[src/rtl/vid_seq_pkg.sv]
package vid_seq_pkg;

    typedef enum logic {
        MODE_FREEZE   = 1'b0,
        MODE_DIGITIZE = 1'b1
    } vmode_e;

    typedef enum logic [1:0] {
        XF_IDLE = 2'd0,
        XF_WAIT = 2'd1,
        XF_HOLD = 2'd2
    } xfer_st_e;

endpackage

[src/rtl/raster_cnt.sv]
module raster_cnt #(
    parameter int TOTAL = 8,
    parameter int W     = $clog2(TOTAL)
) (
    input  logic         clk,
    input  logic         rst_n,
    input  logic         step_i,
    output logic [W-1:0] cnt_o
);
    localparam logic [W-1:0] LAST = W'(TOTAL - 1);

    logic [W-1:0] cnt_q;

    always_ff @(posedge clk) begin
        if (!rst_n) begin
            cnt_q <= '0;
        end else if (step_i) begin
            if (cnt_q == LAST) cnt_q <= '0;
            else               cnt_q <= cnt_q + W'(1);
        end
    end

    assign cnt_o = cnt_q;
endmodule

[src/rtl/span_decode.sv]
module span_decode #(
    parameter int ACT  = 4,
    parameter int FP   = 1,
    parameter int SYNC = 1,
    parameter int W    = 4
) (
    input  logic [W-1:0] cnt_i,
    output logic         act_o,
    output logic         sync_o
);
    localparam logic [W-1:0] SYNC_LO = W'(ACT + FP);
    localparam logic [W-1:0] SYNC_HI = W'(ACT + FP + SYNC);

    always_comb begin
        act_o  = cnt_i < W'(ACT);
        sync_o = (cnt_i >= SYNC_LO) && (cnt_i < SYNC_HI);
    end
endmodule

[src/rtl/mode_retime.sv]
module mode_retime
    import vid_seq_pkg::*;
(
    input  logic   clk,
    input  logic   rst_n,
    input  logic   req_i,
    input  logic   load_i,
    output vmode_e mode_o
);
    logic   meta_q;
    logic   safe_q;
    vmode_e mode_q;

    always_ff @(posedge clk) begin
        if (!rst_n) begin
            meta_q <= 1'b0;
            safe_q <= 1'b0;
            mode_q <= MODE_FREEZE;
        end else begin
            meta_q <= req_i;
            safe_q <= meta_q;
            if (load_i) mode_q <= vmode_e'(safe_q);
        end
    end

    assign mode_o = mode_q;
endmodule

[src/rtl/xfer_fsm.sv]
module xfer_fsm
    import vid_seq_pkg::*;
#(
    parameter int V_ACT = 256,
    parameter int V_TOT = 262,
    parameter int VW    = 9,
    parameter int ROW_W = 8
) (
    input  logic             clk,
    input  logic             rst_n,
    input  logic             launch_i,
    input  logic             hblank_i,
    input  logic [VW-1:0]    vc_i,
    input  vmode_e           mode_i,
    input  logic             ack_i,
    output logic             req_o,
    output logic [ROW_W-1:0] row_o
);
    xfer_st_e         state_q;
    xfer_st_e         state_d;
    logic             line_ok;
    logic [ROW_W-1:0] tgt_row;
    logic [ROW_W-1:0] row_q;

    // Line qualification and target row for the active mode
    always_comb begin
        line_ok = 1'b0;
        tgt_row = '0;
        unique case (mode_i)
            MODE_DIGITIZE: begin
                line_ok = vc_i < VW'(V_ACT);
                tgt_row = ROW_W'(vc_i);
            end
            MODE_FREEZE: begin
                if (vc_i == VW'(V_TOT - 1)) begin
                    line_ok = 1'b1;
                    tgt_row = '0;
                end else begin
                    line_ok = vc_i < VW'(V_ACT - 1);
                    tgt_row = ROW_W'(vc_i + VW'(1));
                end
            end
            default: begin
                line_ok = 1'b0;
                tgt_row = '0;
            end
        endcase
    end

    // Next state
    always_comb begin
        state_d = state_q;
        unique case (state_q)
            XF_IDLE: if (launch_i && line_ok) state_d = XF_WAIT;
            XF_WAIT: if (ack_i)               state_d = XF_HOLD;
            XF_HOLD: if (!hblank_i)           state_d = XF_IDLE;
            default:                          state_d = XF_IDLE;
        endcase
    end

    // State register
    always_ff @(posedge clk) begin
        if (!rst_n) state_q <= XF_IDLE;
        else        state_q <= state_d;
    end

    // Row captured when a request is launched
    always_ff @(posedge clk) begin
        if (!rst_n) begin
            row_q <= '0;
        end else if (state_q == XF_IDLE && launch_i && line_ok) begin
            row_q <= tgt_row;
        end
    end

    // Outputs
    always_comb begin
        req_o = (state_q == XF_WAIT);
        row_o = row_q;
    end
endmodule

[src/rtl/vid_seq_top.sv]
module vid_seq_top
    import vid_seq_pkg::*;
#(
    parameter int H_ACT  = 256,
    parameter int H_FP   = 8,
    parameter int H_SYNC = 24,
    parameter int H_BP   = 32,
    parameter int V_ACT  = 256,
    parameter int V_FP   = 2,
    parameter int V_SYNC = 3,
    parameter int V_BP   = 1,
    localparam int ROW_W = $clog2(V_ACT)
) (
    input  logic             clk,
    input  logic             rst_n,
    input  logic             mode_req_i,
    input  logic             xfer_ack_i,
    output logic             sync_o,
    output logic             blank_o,
    output logic             pix_shift_o,
    output logic             adc_en_o,
    output logic             xfer_req_o,
    output logic [ROW_W-1:0] row_o
);
    localparam int H_TOT = H_ACT + H_FP + H_SYNC + H_BP;
    localparam int V_TOT = V_ACT + V_FP + V_SYNC + V_BP;
    localparam int HW    = $clog2(H_TOT);
    localparam int VW    = $clog2(V_TOT);

    logic [HW-1:0] hc;
    logic [VW-1:0] vc;
    logic          h_end;
    logic          h_act;
    logic          h_syn;
    logic          v_act;
    logic          v_syn;
    logic          launch;
    logic          vload;
    vmode_e        mode;

    assign h_end  = (hc == HW'(H_TOT - 1));
    assign launch = (hc == HW'(H_ACT));
    assign vload  = (hc == '0) && (vc == VW'(V_ACT));

    raster_cnt #(.TOTAL(H_TOT), .W(HW)) u_hcnt (
        .clk   (clk),
        .rst_n (rst_n),
        .step_i(1'b1),
        .cnt_o (hc)
    );

    raster_cnt #(.TOTAL(V_TOT), .W(VW)) u_vcnt (
        .clk   (clk),
        .rst_n (rst_n),
        .step_i(h_end),
        .cnt_o (vc)
    );

    span_decode #(.ACT(H_ACT), .FP(H_FP), .SYNC(H_SYNC), .W(HW)) u_hdec (
        .cnt_i (hc),
        .act_o (h_act),
        .sync_o(h_syn)
    );

    span_decode #(.ACT(V_ACT), .FP(V_FP), .SYNC(V_SYNC), .W(VW)) u_vdec (
        .cnt_i (vc),
        .act_o (v_act),
        .sync_o(v_syn)
    );

    mode_retime u_mode (
        .clk   (clk),
        .rst_n (rst_n),
        .req_i (mode_req_i),
        .load_i(vload),
        .mode_o(mode)
    );

    xfer_fsm #(.V_ACT(V_ACT), .V_TOT(V_TOT), .VW(VW), .ROW_W(ROW_W)) u_xfer (
        .clk     (clk),
        .rst_n   (rst_n),
        .launch_i(launch),
        .hblank_i(!h_act),
        .vc_i    (vc),
        .mode_i  (mode),
        .ack_i   (xfer_ack_i),
        .req_o   (xfer_req_o),
        .row_o   (row_o)
    );

    always_comb begin
        pix_shift_o = h_act && v_act;
        blank_o     = !(h_act && v_act);
        sync_o      = h_syn ^ v_syn;
        adc_en_o    = (mode == MODE_DIGITIZE);
    end
endmodule

[config.mk]
export PLATFORM = sky130hd
export DESIGN_NAME = vid_seq_top
export DESIGN_NICKNAME = d
export VERILOG_FILES = /design/src/rtl/vid_seq_pkg.sv /design/src/rtl/raster_cnt.sv /design/src/rtl/span_decode.sv /design/src/rtl/mode_retime.sv /design/src/rtl/xfer_fsm.sv /design/src/rtl/vid_seq_top.sv
export SDC_FILE = /design/constraint.sdc
export NUM_CORES = 1
export LEC_CHECK = 0
export BUFFER_PORTS_ARGS = -buffer_cell sky130_fd_sc_hd__buf_2
export CAP_MARGIN = 20
export CORE_MARGIN = 10
export CORE_UTILIZATION = 51
export CTS_CLUSTER_DIAMETER = 100
export DETAILED_ROUTE_END_ITERATION = 8
export GPL_TIMING_DRIVEN = 0
export MAX_ROUTING_LAYER = met4
export PLACE_DENSITY_LB_ADDON = 0.1
export SLEW_MARGIN = 20
export SYNTH_ARGS = -nofsm -noshare
export SYNTH_HDL_FRONTEND = slang
export SYNTH_SLANG_ARGS = --single-unit
export TNS_END_PERCENT = 30
[constraint.sdc]
create_clock -name clk -period 3.4 [get_ports clk]
set_clock_uncertainty 0.15 [all_clocks]
set_input_delay 0.17 -clock clk [delete_from_list [all_inputs] [get_ports clk]]
set_output_delay 0.17 -clock clk [all_outputs]
set_load 0.01 [all_outputs]
==> impl_metrics.ini, run 1 <==
[place]
gp_congestion = 0.865
dp_slack_ns = 1.13
hpwl_um = 2810
io_buffers = 16

[critical_path]
critical_path.startpoint_type = flop
crit_required_ns = 3.08
critPathCaptureType = output pin
critPathMaxStageDelay_ns = 0.78
slowest_stage = nor4b_2
worstPathArrival_ns = 2.26
critical_path.cell_chain = clkbuf_1, nor4b_2, nand2_1, nor2_1, xor2_1, buf_2
worst-path-buf-inv = 2
worst-path-max-fanout = 9
critical-path-top-delay-family = simple AND/OR/NAND/NOR gates
worstSetupPathType = reg -> out

[sta]
slew_violations = 0
fin_ws_ns = 0.824
finalSetupTns_ns = 0
rsz0062_at_grt = no
fin_crit_ns = 2.58
max_freq_mhz = 388
relSlewSlack_pct = 45.3
setup_violations = 0
hold_viol = 0
finalCritPeriodShare_pct = 75.8
worst_pin_slew_ns = 0.818

[grt]
grt_pass1_vias = 1458
antenna_found_initial = 0
grt_pass1_wl_um = 6640
grt_overflow = 0
grt_max_degree = 11
track_usage_pct = 13.6

[power]
clkPwrFrac_pct = 35.2
cellPowerDensity_nw_per_um2 = 320
seq_power_share_pct = 60.7
swShare_pct = 22.5
switching_power_mw = 0.138
power.internal_mw = 0.473
p_total_mw = 0.610
leakage_nw = 0.734
combPwrFrac_pct = 4.0
ir_worst_vdd_mv = 0.210

[run]
drv_cap = 0

[synthesis]
ys_seq_elements = 31
ys_types = 45
synth_area_um2 = 1680
async_flop_share_pct = 0
ys_warn_count = 0
synth-main-ff-cell = dfxtp_1
synth_top_cell_by_area = dfxtp_1
ys_top_cells_by_area = dfxtp_1 (37%), o21ai_0 (4.5%), mux2i_1 (4.2%)
syn_inst = 210
syn_area_per_cell_um2 = 8.02
synth_top_area_share_pct = 36.8
synth_edf_count = 0
syn-num-nets = 219
synth.yosys.seq_area_share_pct = 36.8

[floorplan]
fp.dieH_um = 77.5
placementRows = 20
io_pins = 17
die_x_um = 77.5
start_util_pct = 54.3
dieArea_um2 = 6000
fp.coreArea_um2 = 3100

[route]
drtPass1Iterations = 4
vias_per_cell = 5.48
drt_iter0_markers = 88
vias = 1534
wl_per_cell_um = 13.6
drc = 0
wl_um = 3810
ant_nets = 0

[clock_network]
cts_tree = done
cts_buffers = 5
clock-sinks = 31
clockBufferDepth = 2
clk_transition_reported_paths_ns = 0.09
cts-root-buf = clkbuf_4
h-tree-depth = 2
postCtsSetupRepairBufs = 0
clock_latency_ns = 0.33

[final_layout]
final_nets = 245
syn_to_final_growth_pct = 13.2
num_antenna_cells = 0
multi_input_area_um2 = 958
final_layout_size_suffix_gt1_share_pct = 13.1
fillers = 306
seqCellArea_um2 = 621

[hold_path]
hp-class = reg -> reg

[status]
status = completed
## metrics by stage
step	hold slack, ns	std cells	area (um2)	util, %
2_1_floorplan	0.147	210	1680	-
3_3_place_gp	0.230	270	1820	58.6
3_5_place_dp	0.233	270	1820	58.6
4_1_cts	0.306	280	1910	61.4
5_1_grt	0.326	280	1910	61.4
6_report	0.301	280	1910	61.4
## synth_stat cells (all sizes together), types with 2 or more instances
cell,instances
nand3b,2
nor2b,2
nand2,18
nor3b,2
mux2i,7
o21ai,15
a2bb2oi,2
inv,12
o21a,2
nand4,2
xor2,5
or2,3
nor3,7
nand2b,3
or3b,2
nor4,5
clkbuf,11
o31ai,3
dfxtp,31
a21oi,13
nor4b,3
xnor2,4
o31a,2
ha,5
or4,2
or3,5
nand3,8
nor2,16
buf,4
and2,3
## cell type report
class | count | area share [%]
Timing Repair Buffer | 19 | 5.78
Inverter | 12 | 2.36
Tap cell | 44 | 2.89
Sequential cell | 31 | 32.6
Buffer | 15 | 3.15
Multi-Input combinational cell | 152 | 50.3
Clock inverter | 1 | 0.263
Clock buffer | 6 | 2.69
## kinds of logic after synthesis
kind of cell             after synthesis  share of synthesized area [%]
AND/OR/NAND/NOR                       86                           27.6
AO/OA/AOI/OAI                         45                           16.7
flip-flops                            31                           36.9
adder cells (fa/ha/maj)                5                           3.71
buffers and inverters                 27                           6.24
XOR/XNOR                               9                           4.68
multiplexers                           7                           4.16
## flip-flops by register name, summed over array words and instances (netlist names)
register	flops
u_hcnt.cnt_o	9
u_vcnt.cnt_o	9
u_mode.mode_o	1
u_mode.safe_q	1
u_xfer.state_q	2
u_xfer.row_o	8
u_mode.meta_q	1
## path summary, 6_finish.rpt
kind	startpoint	to	slack, ns	cells after the start
worst min register to register	u_mode.meta_q	u_mode.safe_q	0.30	1
worst max register to register	u_vcnt.cnt_o[0]	u_xfer.row_o[7]	1.09	7
worst min-delay path	u_mode.meta_q	u_mode.safe_q	0.30	1
worst max-delay path	u_vcnt.cnt_o[5]	sync_o	0.82	6
## what timing repair did
action,CTS,global route
gates resized for setup,0,0
hold buffers,3,0
setup endpoints to repair,0,0
hold endpoints to repair,4,0
## worst reg2reg max path, stage by stage, from the launching register on
cell and delay (ns):
dfxtp_1 0.50, ha_1 0.23, nor4bb_1 0.20, buf_2 0.24
a31oi_1 0.13, or3_1 0.32, buf_2 0.21, o211a_1 0.23
## cell usage in the layout (no fill, tap or decap), types with 3 or more instances in the layout
master          n
dfxtp_1        31
nand2_1        18
buf_2          18
nor2_1         16
o21ai_0        15
a21oi_1        13
inv_1          12
clkbuf_1       10
nand3_1         8
nor3_1          7
mux2i_1         7
nor4_1          5
xor2_1          5
or3_1           5
ha_1            5
clkbuf_4        5
xnor2_1         4
or2_2           3
o31ai_1         3
and2_1          3
nand2b_1        3
dlygate4sd3_1   3
## per-layer routing
metal	track usage, %	share of wire, %	vias to the layer above
met3	5.07	6.6	4
met5	-	0	-
li1	-	-	789
met4	4.38	0.79	0
met2	19.9	45	43
met1	16.7	48	698
## power by group through the flow
stage / logic, mW / registers (mW) / clock network (mW)
6_report: 0.0247 / 0.371 / 0.215
5_1_grt: 0.0281 / 0.371 / 0.241
2_1_floorplan: 0.0146 / 0.378 / 0
3_5_place_dp: 0.0220 / 0.379 / 0
3_3_place_gp: 0.0217 / 0.379 / 0
4_1_cts: 0.0247 / 0.371 / 0.225
(Power assumes the default switching activity.)
==> run 2, diff against run 1 <==
--- a/config.mk
+++ b/config.mk
@@ -5,6 +5,7 @@
 export SDC_FILE = /design/constraint.sdc
 export NUM_CORES = 1
 export LEC_CHECK = 0
+export ABC_AREA = 1
 export BUFFER_PORTS_ARGS = -buffer_cell sky130_fd_sc_hd__buf_2
 export CAP_MARGIN = 20
 export CORE_MARGIN = 10
==> constraint.sdc (replaced) <==
create_clock -name clk -period 2.15 [get_ports clk]
set_clock_uncertainty 0.15 [all_clocks]
set_input_delay 0.1075 -clock clk [delete_from_list [all_inputs] [get_ports clk]]
set_output_delay 0.1075 -clock clk [all_outputs]
set_load 0.01 [all_outputs]
==> run 2 against run 1 <==
  * Clock-buffer cell count unchanged
  * Combinational power increased by 49%
  * Worst hold slack got worse by 0.013 ns
  * Sequential power up 58%
  * Largest power group unchanged
  * Critical path depth is 1 lower
  * Largest cell class unchanged
  * Via count shrank 0.78%
  * Total power increased by 74%
  * Sequential share of layout area increased by 0.19 points
==> impl_metrics.ini, run 2 <==
[status]
status = completed

[clock_network]
clock-sinks = 31
clk_transition_reported_paths_ns = 0.10
cts_buffers = 5
clock_latency_ns = 0.34
cts-root-buf = clkbuf_4
clockBufferDepth = 2
ctsHoldBuffers = 3
h-tree-depth = 2
cts_resized = 0
cts_tree = done
postCtsSetupRepairBufs = 0

[critical_path]
critical-path-top-delay-family = flip-flops
critPathCaptureType = output pin
worst-path-max-fanout = 5
crit_required_ns = 1.89
critPathMaxStageDelay_ns = 0.44
worstSetupPathType = reg -> out
worstPathArrival_ns = 1.63
critical_path.cell_chain = inv_1, nor3_1, o211ai_1, xor2_1, buf_2
slowest_stage = dfxtp_1
rrSetupSlack_ns = 0.29
worst-path-buf-inv = 2
critical_path.startpoint_type = flop

[synthesis]
synth_top_cell_by_area = dfxtp_1
ys_warn_count = 0
syn_inst = 250
async_flop_share_pct = 0
synth_most_common_cell = nand2_1
synth_top_area_share_pct = 37.4
synth.yosys.seq_area_share_pct = 37.4
syn_area_per_cell_um2 = 6.63
synth-main-ff-cell = dfxtp_1
syn-num-nets = 259
ys_seq_elements = 31
synth_area_um2 = 1660
synth_edf_count = 0
synth_commonest_cells = nand2_1 (59), nor2_1 (48), inv_1 (35)
ys_top_cells_by_area = dfxtp_1 (37%), nand2_1 (13%), nor2_1 (11%)
ys_types = 27

[hold_path]
hp-class = reg -> reg

[sta]
rsz0062_at_grt = no
finalCritPeriodShare_pct = 87.8
finalSetupTns_ns = 0
setup_violations = 0
hold_viol = 0
worst_pin_slew_ns = 0.428
relSlewSlack_pct = 71.5
slew_violations = 0
fin_crit_ns = 1.89
fin_ws_ns = 0.262
max_freq_mhz = 530

[final_layout]
seqCellArea_um2 = 621
num_antenna_cells = 0
syn_to_final_growth_pct = 14.3
final_nets = 285
final_layout_size_suffix_gt1_share_pct = 13.4
multi_input_area_um2 = 867
final_common_cell = nand2_1
fillers = 317
utilization_pct = 61.5
most-common-layout-cells = nand2_1 (59), nor2_1 (48), inv_1 (35), dfxtp_1 (31), buf_2 (20)

[floorplan]
fp.coreArea_um2 = 3080
start_util_pct = 53.9
die_x_um = 77.0
placementRows = 20
fp.dieH_um = 77.0
dieArea_um2 = 5930
io_pins = 17

[grt]
grt_overflow = 0
grt_pass1_wl_um = 6310
track_usage_pct = 12.9
grt_pass1_vias = 1447
grt_max_degree = 11
antenna_found_initial = 0

[place]
hpwl_um = 2550
dp_slack_ns = 0.308
gp_congestion = 0.884
io_buffers = 16

[route]
drc = 0
wl_um = 3550
drt_iter0_markers = 56
vias_per_cell = 4.76
ant_nets = 0
vias = 1522
wl_per_cell_um = 11.1
drtPass1Iterations = 4

[power]
cellPowerDensity_nw_per_um2 = 562
ir_worst_vdd_mv = 0.377
leakage_nw = 0.958
p_total_mw = 1.06

[run]
drv_cap = 0
==> run 2: changes by cell type after synthesis, moves of 4 or more <==
cell	delta
inv_1	+23
nor4_1	-5
mux2i_1	-7
xnor2_1	-4
clkbuf_1	-9
or3_1	-5
nand4_1	+4
nor2_1	+32
nand2_1	+41
==> run 2: power by group <==
part           switching (mW)  internal (mW)  total (mW)
registers             0.00611          0.580       0.586
logic                  0.0218         0.0150      0.0368
clock network           0.201          0.239       0.441
==> run 2: layer usage <==
metal  wire (um)  track usage [%]  vias to the layer above
met2        1540             19.7                       27
met1        1760             15.4                      660
li1            -                -                      828
met5           0                -                        -
met3         183             4.08                        7
met4          64             5.47                        0
==> run 2: cell families after synthesis <==
kind of cell	count (synthesis)	synth area share, %
xor+xnor	6	3.17
fa+ha+maj	5	3.77
simple gates	139	36.7
compound gates	27	8.68
buf+inv	42	10.3
flops	31	37.4
==> run 2: layout make-up <==
cell class	count	share of cell area (%)
clock inverters	1	1.59
repair buffers	19	5.81
clock buffers	6	2.18
inverters	36	7.13
well taps	44	2.91
multi-input cells	177	45.8
flip-flops and latches	31	32.8
plain buffers	6	1.85
==> run 2: worst min-delay path, delay by kind of cell (launching register included) <==
kind	cells	cell delay, ns
flops	1	0.31
simple gates	1	0.05
buf+inv	1	0.04
==> run 2: per-stage QoR <==
| step | hold slack [ns] | instances | instance area [um2] |
|---|---|---|---|
| floorplan | 0.0551 | 250 | 1660 |
| global placement | 0.139 | 310 | 1790 |
| detailed placement | 0.145 | 310 | 1790 |
| CTS | 0.291 | 320 | 1890 |
| global route | 0.317 | 320 | 1890 |
| finish | 0.288 | 320 | 1890 |
==> run 2: final timing paths <==
path,start,endpoint,cells after the start
worst min register to register,u_mode.meta_q,u_mode.safe_q,2
worst min-delay path,u_mode.meta_q,u_mode.safe_q,2
worst max register to register,u_hcnt.cnt_o[0],u_hcnt.cnt_o[2],7
worst max-delay path,u_vcnt.cnt_o[8],sync_o,5
